File: src/rtl/rowdec_pkg.sv
// Package: shared constants and helpers for the row boundary decoder.
// Assumes boundaries are unsigned byte counts of 64 MB units.
package rowdec_pkg;
    localparam int ROWS_DEF     = 4;
    localparam int BND_W_DEF    = 8;
    localparam int ADDR_W_DEF   = 34;
    localparam int GRAN_LSB_DEF = 26;
    localparam int ROWS_PER_CS  = 2;

    // Widen a stored boundary by one bit, mapping zero to full scale when asked.
    function automatic logic [BND_W_DEF:0] widen_bound(input logic [BND_W_DEF-1:0] b,
                                                       input logic zero_is_full);
        if (zero_is_full && b == '0)
            return {1'b1, {BND_W_DEF{1'b0}}};
        return {1'b0, b};
    endfunction
endpackage

File: src/rtl/rowdec_regfile.sv
// Module: rowdec_regfile
// Holds the cumulative boundary bytes behind a byte-addressed write/read port.
// Assumes REG_BASE+ROWS fits in the address width; out-of-window writes are dropped.
module rowdec_regfile #(
    parameter int ROWS     = 4,
    parameter int BND_W    = 8,
    parameter int CA_W     = 8,
    parameter int REG_BASE = 'h60
) (
    input  logic                  clk,
    input  logic                  rst_n,
    input  logic                  wr,
    input  logic [CA_W-1:0]       addr,
    input  logic [BND_W-1:0]      wdata,
    output logic [BND_W-1:0]      rdata,
    output logic [ROWS*BND_W-1:0] bnd_flat
);
    localparam int IDX_W = (ROWS > 1) ? $clog2(ROWS) : 1;

    logic [BND_W-1:0] bnd_q [ROWS];
    logic             in_win;
    logic [IDX_W-1:0] idx;
    logic [CA_W-1:0]  off;

    // Decode whether the offset falls in the register window.
    always_comb begin
        off    = addr - CA_W'(REG_BASE);
        in_win = (int'(addr) >= REG_BASE) && (int'(addr) < REG_BASE + ROWS);
        idx    = off[IDX_W-1:0];
    end

    // Store written bytes; reset clears every boundary.
    always_ff @(posedge clk) begin
        if (!rst_n) begin
            for (int i = 0; i < ROWS; i++) bnd_q[i] <= '0;
        end else if (wr && in_win) begin
            bnd_q[idx] <= wdata;
        end
    end

    // Return the stored byte unchanged, zero outside the window.
    always_comb begin
        rdata = in_win ? bnd_q[idx] : '0;
    end

    // Flatten the array for the matcher.
    for (genvar g = 0; g < ROWS; g++) begin : g_flat
        assign bnd_flat[g*BND_W +: BND_W] = bnd_q[g];
    end
endmodule

File: src/rtl/rowdec_match.sv
// Module: rowdec_match
// Compares a block index against every row's [lower, upper) range in parallel.
// Assumes the last row's zero boundary means full scale; other rows use raw values.
module rowdec_match #(
    parameter int ROWS  = 4,
    parameter int BND_W = 8
) (
    input  logic [ROWS*BND_W-1:0] bnd_flat,
    input  logic [BND_W-1:0]      field,
    output logic [ROWS-1:0]       match
);
    for (genvar r = 0; r < ROWS; r++) begin : g_row
        logic [BND_W:0] lo;
        logic [BND_W:0] hi;

        // Lower bound is the previous row's raw total, or zero for row 0.
        if (r == 0) begin : g_lo0
            assign lo = '0;
        end else begin : g_lon
            assign lo = {1'b0, bnd_flat[(r-1)*BND_W +: BND_W]};
        end

        // Upper bound is this row's total, full scale for a zero in the last row.
        if (r == ROWS - 1) begin : g_top
            assign hi = (bnd_flat[r*BND_W +: BND_W] == '0)
                        ? {1'b1, {BND_W{1'b0}}}
                        : {1'b0, bnd_flat[r*BND_W +: BND_W]};
        end else begin : g_mid
            assign hi = {1'b0, bnd_flat[r*BND_W +: BND_W]};
        end

        // Half-open range test; empty ranges never match.
        assign match[r] = ({1'b0, field} >= lo) && ({1'b0, field} < hi);
    end
endmodule

File: src/rtl/rowdec_select.sv
// Module: rowdec_select
// Picks the lowest matching row and registers row, hit and folded chip selects.
// Assumes ROWS is a multiple of ROWS_PER_CS.
module rowdec_select #(
    parameter int ROWS        = 4,
    parameter int ROWS_PER_CS = 2
) (
    input  logic                         clk,
    input  logic                         rst_n,
    input  logic                         vld,
    input  logic [ROWS-1:0]              match,
    output logic                         hit,
    output logic [$clog2(ROWS)-1:0]      row,
    output logic [ROWS/ROWS_PER_CS-1:0]  cs_n
);
    localparam int ROW_W = $clog2(ROWS);
    localparam int NCS   = ROWS / ROWS_PER_CS;

    logic             any_d;
    logic [ROW_W-1:0] row_d;
    logic [NCS-1:0]   cs_n_d;

    // Priority pick: scan downward so the lowest index is written last.
    always_comb begin
        any_d = 1'b0;
        row_d = '0;
        for (int i = ROWS - 1; i >= 0; i--) begin
            if (vld && match[i]) begin
                any_d = 1'b1;
                row_d = ROW_W'(i);
            end
        end
    end

    // Fold rows onto chip selects, active low.
    for (genvar c = 0; c < NCS; c++) begin : g_cs
        assign cs_n_d[c] = !(any_d && (int'(row_d) / ROWS_PER_CS == c));
    end

    // Register the decode result.
    always_ff @(posedge clk) begin
        if (!rst_n) begin
            hit  <= 1'b0;
            row  <= '0;
            cs_n <= '1;
        end else begin
            hit  <= any_d;
            row  <= row_d;
            cs_n <= cs_n_d;
        end
    end
endmodule

File: src/rtl/dram_row_decoder.sv
// Module: dram_row_decoder
// Top: boundary registers, parallel range match and registered row/chip-select output.
// Assumes 64 MB granularity, so the index is req_addr[GRAN_LSB +: BND_W].
module dram_row_decoder #(
    parameter int ROWS     = rowdec_pkg::ROWS_DEF,
    parameter int BND_W    = rowdec_pkg::BND_W_DEF,
    parameter int ADDR_W   = rowdec_pkg::ADDR_W_DEF,
    parameter int GRAN_LSB = rowdec_pkg::GRAN_LSB_DEF,
    parameter int REG_BASE = 'h60
) (
    input  logic              clk,
    input  logic              rst_n,
    input  logic              cfg_wr,
    input  logic [7:0]        cfg_addr,
    input  logic [BND_W-1:0]  cfg_wdata,
    output logic [BND_W-1:0]  cfg_rdata,
    input  logic              req_vld,
    input  logic [ADDR_W-1:0] req_addr,
    output logic              dec_hit,
    output logic [1:0]        dec_row,
    output logic [1:0]        dec_cs_n
);
    localparam int ROW_W = $clog2(ROWS);
    localparam int NCS   = ROWS / rowdec_pkg::ROWS_PER_CS;

    logic [ROWS*BND_W-1:0] bnd_flat;
    logic [ROWS-1:0]       match;
    logic [BND_W-1:0]      field;
    logic [ROW_W-1:0]      row_q;
    logic [NCS-1:0]        cs_q;

    assign field = req_addr[GRAN_LSB +: BND_W];

    rowdec_regfile #(.ROWS(ROWS), .BND_W(BND_W), .CA_W(8), .REG_BASE(REG_BASE)) u_regs (
        .clk(clk), .rst_n(rst_n), .wr(cfg_wr), .addr(cfg_addr),
        .wdata(cfg_wdata), .rdata(cfg_rdata), .bnd_flat(bnd_flat)
    );

    rowdec_match #(.ROWS(ROWS), .BND_W(BND_W)) u_match (
        .bnd_flat(bnd_flat), .field(field), .match(match)
    );

    rowdec_select #(.ROWS(ROWS), .ROWS_PER_CS(rowdec_pkg::ROWS_PER_CS)) u_sel (
        .clk(clk), .rst_n(rst_n), .vld(req_vld), .match(match),
        .hit(dec_hit), .row(row_q), .cs_n(cs_q)
    );

    assign dec_row  = 2'(row_q);
    assign dec_cs_n = 2'(cs_q);
endmodule

File: config.mk
export PLATFORM = sky130hd
export DESIGN_NAME = dram_row_decoder
export DESIGN_NICKNAME = d
export VERILOG_FILES = /design/src/rtl/rowdec_pkg.sv /design/src/rtl/rowdec_regfile.sv /design/src/rtl/rowdec_match.sv /design/src/rtl/rowdec_select.sv /design/src/rtl/dram_row_decoder.sv
export SDC_FILE = /design/constraint.sdc
export NUM_CORES = 1
export LEC_CHECK = 0
export ABC_AREA = 1
export CORE_AREA = 5 5 86 88
export CTS_BUF_LIST = sky130_fd_sc_hd__clkbuf_8
export DETAILED_ROUTE_END_ITERATION = 6
export DIE_AREA = 0 0 91 93
export PLACE_DENSITY = 0.7
export SLEW_MARGIN = 20
export SYNTH_ARGS = -nofsm -noshare
export SYNTH_HDL_FRONTEND = slang
export SYNTH_SLANG_ARGS = --single-unit
File: constraint.sdc
create_clock -name clk -period 2.65 [get_ports clk]
set_input_delay 0.265 -clock clk [delete_from_list [all_inputs] [get_ports clk]]
set_output_delay 0.265 -clock clk [all_outputs]
set_load 0.005 [all_outputs]
* Yosys cells after proc, flatten, opt, wreduce, memory -nomap -nowiden
Memory sizes are Yosys's and may differ from the RTL's. Index checks and enable logic that the tools add are counted.
Storage, ports and cells: bits in registers 5, bits in latches 0, memory bits (writable) 32, bits in read-only memories 0, input bits 54, output and inout bits 13, word-level logic and storage cells 52, memories kept 1
Memory list:
- u_regs.bnd_q | words 4, width 8, rd ports 5, clocked after Yosys merged registers in 0, wr ports 4, line rowdec_regfile.sv:20 | logic [BND_W-1:0] bnd_q [ROWS];
Operators by class: add/sub/neg operators 1, multiply operators 0, divide/modulo/power cells 0, $lt $le $gt $ge 10, equal/unequal tests 0, shift operators 0, muxes and demuxes 17, bitwise operators 1, reductions and logical operators 18
Operators by type and width (number):
- 32-bit logical NOT | 1
- 8-bit greater-or-equal comparator | 3
- 8-bit < comparator | 3
- 8-bit two-way mux | 2
- 1-bit logical AND | 12
- 2-bit two-way mux | 5
- 8-bit by 9-bit < comparator with 1-bit output | 1
- 1-bit two-way mux | 9
- 9-bit two-way mux | 1
- 8-bit by 1-bit greater-or-equal comparator with 1-bit output, second input constant | 1
- 8-bit by 7-bit greater-or-equal comparator with 1-bit output, second input constant | 1
- 8-bit logical NOT | 1
- 8-bit by 7-bit < comparator with 1-bit output, second input constant | 1
- 8-bit OR reduction | 1
- 1-bit logical NOT | 2
- 2-bit OR reduction | 1
- 2-bit by 1-bit subtractor with 2-bit output, second input constant | 1
- 1-bit NOT | 1

* Longest topological paths before layout
Gate-level depths: netlist of run 1. An unclocked memory read counts as a cell.
depth in word-level cells 13, depth in mapped cells 15, depth with buffers taken out 15

* Hierarchy
Synthesis of run 1 repeated with hierarchy kept, for this count alone.
Second synthesis, totals: cells, all modules 313, area, all modules 2601.2 um^2
By module, submodules not included:
- rowdec_regfile | instances 1, cells an instance 137, area each 1527.7 um^2, sequential area each 960.9 um^2
- rowdec_match | instances 1, cells an instance 156, area each 903.4 um^2, sequential area each 0.0 um^2
- rowdec_select | instances 1, cells an instance 20, area each 170.2 um^2, sequential area each 100.1 um^2

* Worst setup path before layout of run 1
OpenSTA, ideal clock, no wires.
kind in2reg, from in cfg_addr[4], to mem u_regs.bnd_q[3][0] (enable), library setup time 0.384 ns, arrival 1.376 ns, required time 2.266 ns, path slack 0.890 ns, stages on the path 5, buffers on the path 0, cell sequence nor2_2 nand4_4 nor2_4 inv_1 o21ai_0
RTL lines:
- start: declaration | line dram_row_decoder.sv:14 | input logic [7:0] cfg_addr,
- end: declaration | line rowdec_regfile.sv:20

* Final worst setup path of run 1
from in cfg_addr[1], to out cfg_rdata[5]
On the way: longest elaborated chain between the ends 3, elaborated cells between the ends (all ways) 6, classes of those cells add/sub (1); order compare (2); mux (1); reduce/logical (1); memory (1)
Ends and longest elaborated chain:
- 2-bit by 1-bit subtractor with 2-bit output, or another cell as far along | line rowdec_regfile.sv:27 | off = addr - CA_W'(REG_BASE);
- memory 4 x 8 bit / 1-bit logical AND (equally long branches)
- 8-bit two-way mux * | line rowdec_regfile.sv:43 | rdata = in_win ? bnd_q[idx] : '0;
- end: declaration | line dram_row_decoder.sv:16 | output logic [BND_W-1:0] cfg_rdata,
Mark *: on every way between the ends. The rest lies on a longest branch, timed or not.

==> results of run 1 <==
==> stage by stage <==
| step | setup WS (ns) | power [mW] | hold WS, ns | instance area, um^2 | instances |
|---|---|---|---|---|---|
| finish | 0.146 | 1.43 | 0.685 | 3170 | 429 |
| global route | 0.0741 | 1.51 | 0.729 | 3170 | 429 |
| CTS | 0.212 | 1.44 | 0.689 | 3170 | 429 |
| detailed placement | 0.261 | 0.957 | 0.860 | 3060 | 421 |
| global placement | 0.286 | 0.950 | 0.860 | 3060 | 421 |
| floorplan | 0.890 | 0.844 | 0.428 | 2540 | 299 |
==> flip-flops by register name (all words and copies together) (netlist names) <==
signal        cells
u_sel.row         2
u_sel.cs_n        2
u_sel.hit         1
u_regs.bnd_q     32
==> cell usage after synthesis (all sizes together) <==
| cell type | instances |
|---|---|
| a21oi | 28 |
| a22oi | 8 |
| buf | 5 |
| clkinv | 1 |
| dfxtp | 5 |
| edfxtp | 32 |
| ha | 31 |
| inv | 61 |
| nand2 | 49 |
| nand3 | 9 |
| nand4 | 5 |
| nor2 | 42 |
| nor3 | 8 |
| o21a | 2 |
| o21ai | 10 |
| o21bai | 3 |
==> area by class of cell <==
type / instances / area, um^2
tap: 80 / 100
inverter: 62 / 233
multi-input combinational: 195 / 1210
clock inverter: 3 / 46.3
sequential: 37 / 1060
timing repair buffer: 47 / 453
clock buffer: 5 / 68.8
fill: 628 / 3390
==> tightest hold or removal path: stages <==
cell	delay (ns)
clkdlybuf4s50_1	0.48
nand4_1	0.12
a21oi_1	0.06
==> kinds of logic after synthesis <==
logic type      after synthesis
buf+inv                      67
fa+ha+maj                    31
flops                        37
simple gates                113
compound gates               51
==> routing by layer <==
metal  global-route usage  share of wire  vias to the layer above
met5                    0              0                        -
met4               0.0330          0.011                        0
met3               0.0161          0.031                        4
met2                0.245           0.51                       36
met1                0.167           0.45                      945
li1                     -              -                     1080
==> how the worst max path moves through the flow <==
| stage | end | from |
|---|---|---|
| 2_1_floorplan | u_regs.bnd_q[3][0] | cfg_addr[4] |
| 3_3_place_gp | cfg_rdata[0] | cfg_addr[0] |
| 5_1_grt | cfg_rdata[5] | cfg_addr[0] |
| 4_1_cts | cfg_rdata[5] | cfg_addr[0] |
| 6_report | cfg_rdata[5] | cfg_addr[1] |
| 3_5_place_dp | cfg_rdata[0] | cfg_addr[0] |
==> report_power, final <==
group | switching (mW) | internal, mW | total (mW)
logic | 0.145 | 0.120 | 0.265
clock network | 0.207 | 0.282 | 0.489
registers | 0.0181 | 0.663 | 0.681
total | 0.370 | 1.06 | 1.43
==> flow_summary.ini, run 1 <==
[worst_setup_path]
cp_max_fo = 8
timing.critical_path.mode_cell = clkdlybuf4s50_1
reg2regPathDepth = 10
cp.buffers_inverters = 3
end_kind = output port
rr_endpoint = u_sel.cs_n[1]
reg2reg_from = u_regs.bnd_q[2][7]
path_cells = clkdlybuf4s50_1 -> nand2_1 -> inv_1 -> a22oi_1 -> a21oi_1 -> clkdlybuf4s50_1
cpMaxStageDelayCell = clkdlybuf4s50_1
crit_family = buffers and inverters
cpPeakStageDelay_ns = 0.64
required_ns = 2.38
critPathArrivalTime_ns = 2.24
r2r_setup_slack_ns = 0.92
path_depth = 6
startpoint_type = input pin
path_class = input pin to output port

[clock_network]
cts_tree = built
cts_buffers = 5
cts_setup_buffers = 0
cts.clk_slew.worst_paths_ns = 0.08
root_buffer = clkbuf_8
insertion_delay_ns = 0.28
cts_sinks = 37
cts_hold_buffers = 0
cts-resized-gates = 0
clockBufferDepth = 2
htree_levels = 2

[layout]
drive_gt1_frac = 0.0716
syn_to_final_growth_pct = 25.1
fin_nets = 433
final_common_cell = inv_1
layout_common_cells = inv_1, nand2_1, clkdlybuf4s50_1
post-route-util = 0.483
antenna_cells = 0

[run_status]
status = complete, no violations

[route]
wl_mm = 5.70
drt-initial-drc-count = 167
routed-via-count = 2065
vias_per_cell = 4.81
dr.pass1.iters = 5
final_antenna_net_count = 0
drc_errors = 0
wl_per_cell_um = 13.3

[global_routing]
grt_pass1_wl_mm = 9.11
antenna_found_initial = 0
grt_pass1_vias = 1934
gr-total-overflow = 0
track_usage = 0.134
grt_max_degree = 18

[synthesis]
synth_top_area_frac = 0.379
yosys.area.top_type = edfxtp_1
synth.distinct_cells = 24
synthTopCellsByArea = edfxtp_1, ha_1, inv_1
netlist_area_um2 = 2540
synth_nets = 384
synth_xor_area_frac = 0
synthAdderAreaFrac = 0.153
ys_ff_latch = 37
synthCells = 299
synth-simple-area-share = 0.212
synthMuxAreaShare = 0
yosys_warnings = 0
synth_top_family_by_area = simple AND/OR/NAND/NOR gates
ys_seq_area_frac = 0.418
synth-compound-area-share = 0.113
syn_area_per_cell_um2 = 8.49

[die]
die_h_um = 93
die_area_um2 = 8460
rows = 30
start_util = 0.386
io_pins = 67
die_w_um = 91
core-area_um2 = 6570

[timing]
tns_ns = 0
tightest_slew_ns = 0.362
slew_viol_final = 0
period_minus_slack_ns = 2.50
clock.fmax_mhz = 399
min_period_over_period = 0.945
report.final.setup_viol = 0
rsz0062_at_grt = no
slew_headroom = 0.758
hold_violations = 0
finalClockSkew_ns = 0.00724

[placed_design]
dp_hpwl_mm = 4.68
port_buffers = 40
place.gp.congestion = 0.801

[min_path]
min_delay_path_depth = 3
min_from = req_vld
hold_class = input pin to flip-flop
hold_end = u_sel.row[0]

[power]
p_leak_nw = 1.51
power_density_nw_per_um2 = 452
vdd_drop_max_v = 0.000240

[job]
maxCapViolCount = 0
(Power assumes the default switching activity.)
==> run 2: changes to the inputs <==
Settings changed: CTS_CLUSTER_SIZE set to 20, MAX_ROUTING_LAYER set to met4.
==> flow_summary.ini, run 2 (same netlist as run 1, synthesis figures left out) <==
[global_routing]
gr-total-overflow = 0
track_usage = 0.138
antenna_found_initial = 0
grt_pass1_vias = 1934
grt_max_degree = 18
grt_pass1_wl_mm = 9.11

[die]
core-area_um2 = 6570
rows = 30
die_w_um = 91
die_area_um2 = 8460
die_h_um = 93
io_pins = 67
start_util = 0.386

[timing]
tightest_slew_ns = 0.362
clock.fmax_mhz = 399
min_period_over_period = 0.945
slew_headroom = 0.758
rsz0062_at_grt = no
report.final.setup_viol = 0
hold_violations = 0
finalClockSkew_ns = 0.00724
period_minus_slack_ns = 2.50
slew_viol_final = 0
tns_ns = 0

[clock_network]
clockBufferDepth = 2
cts-resized-gates = 0
cts_setup_buffers = 0
cts_buffers = 5
htree_levels = 2
root_buffer = clkbuf_8
cts_tree = built
cts_sinks = 37
cts_hold_buffers = 0
cts.clk_slew.worst_paths_ns = 0.08
insertion_delay_ns = 0.28

[worst_setup_path]
cp-startpoint = cfg_addr[1]
end_kind = output port
cpPeakStageDelay_ns = 0.64
startpoint_type = input pin
required_ns = 2.38
cp_max_fo = 8
path_cells = clkdlybuf4s50_1 -> nand2_1 -> inv_1 -> a22oi_1 -> a21oi_1 -> clkdlybuf4s50_1
path_class = input pin to output port
crit_family = buffers and inverters
cpMaxStageDelayCell = clkdlybuf4s50_1
timing.critical_path.mode_cell = clkdlybuf4s50_1
cp.buffers_inverters = 3
critPathArrivalTime_ns = 2.24
reg2reg_from = u_regs.bnd_q[2][7]

[layout]
regMostFlops = u_regs.bnd_q
fin_area_um2 = 3170
final_common_cell = inv_1
fin_nets = 433
largest_reg_flops = 32
layout_common_cells = inv_1, nand2_1, clkdlybuf4s50_1
syn_to_final_growth_pct = 25.1
largestRegisters = u_regs.bnd_q: 32 flops, u_sel.cs_n: 2 flops, u_sel.row: 2 flops
drive_gt1_frac = 0.0716
antenna_cells = 0
post-route-util = 0.483

[route]
wl_per_cell_um = 13.3
dr.pass1.iters = 4
final_antenna_net_count = 0
vias_per_cell = 4.81
routed-via-count = 2063
wl_mm = 5.70
drc_errors = 0
drt-initial-drc-count = 166

[min_path]
min_from = req_vld
hold_class = input pin to flip-flop

[power]
p_leak_nw = 1.51
vdd_drop_max_v = 0.000240
power_density_nw_per_um2 = 452

[placed_design]
dpl_cell_area_um2 = 3060
dp_hpwl_mm = 4.68
place.gp.congestion = 0.812
port_buffers = 40

[job]
maxCapViolCount = 0

[run_status]
status = complete, no violations
==> run 2: cell counts in the layout (fill, tap and decap cells not counted) <==
No cell type changed its count.
==> run 2: path summary, 6_finish.rpt <==
kind                        end  slack, ns  cells past startpoint
setup / recovery   cfg_rdata[5]       0.15                      6
hold / removal     u_sel.row[0]       0.68                      3
setup reg to reg  u_sel.cs_n[1]       0.92                     10
hold reg to reg    u_sel.row[0]       0.88                      7
==> run 2: metal layers <==
metal | wire length (um) | track usage
met1 | 2580 | 0.167
met2 | 2880 | 0.245
met3 | 174 | 0.0161
met4 | 65 | 0.0330
met5 | 0 | -
==> run 2: final cells by class <==
cell class,count,area [um^2]
clock inverter,3,46.3
inverter,62,233
fill,628,3390
multi-input combinational,195,1210
sequential,37,1060
clock buffer,5,68.8
tap,80,100
timing repair buffer,47,453
==> run 2: worst reg2reg max path, delay by kind of cell, from the launching register on <==
| kind | cells | cell delay, ns |
|---|---|---|
| buffers and inverters | 3 | 0.17 |
| and+or+nand+nor | 3 | 0.26 |
| DFF | 1 | 0.44 |
| AOI/OAI and AO/OA | 3 | 0.52 |
| adders and majority gates | 1 | 0.23 |
==> run 2: report_power, final <==
group,switching [mW],internal [mW]
logic,0.145,0.120
clock network,0.207,0.282
registers,0.0181,0.663
==> run 2: stage by stage <==
stage	instances	total power, mW	setup slack [ns]	hold slack [ns]
CTS	429	1.44	0.212	0.689
detailed placement	421	0.957	0.261	0.860
global placement	421	0.950	0.286	0.860
floorplan	299	0.844	0.890	0.428
finish	429	1.43	0.145	0.685
global route	429	1.51	0.0741	0.729
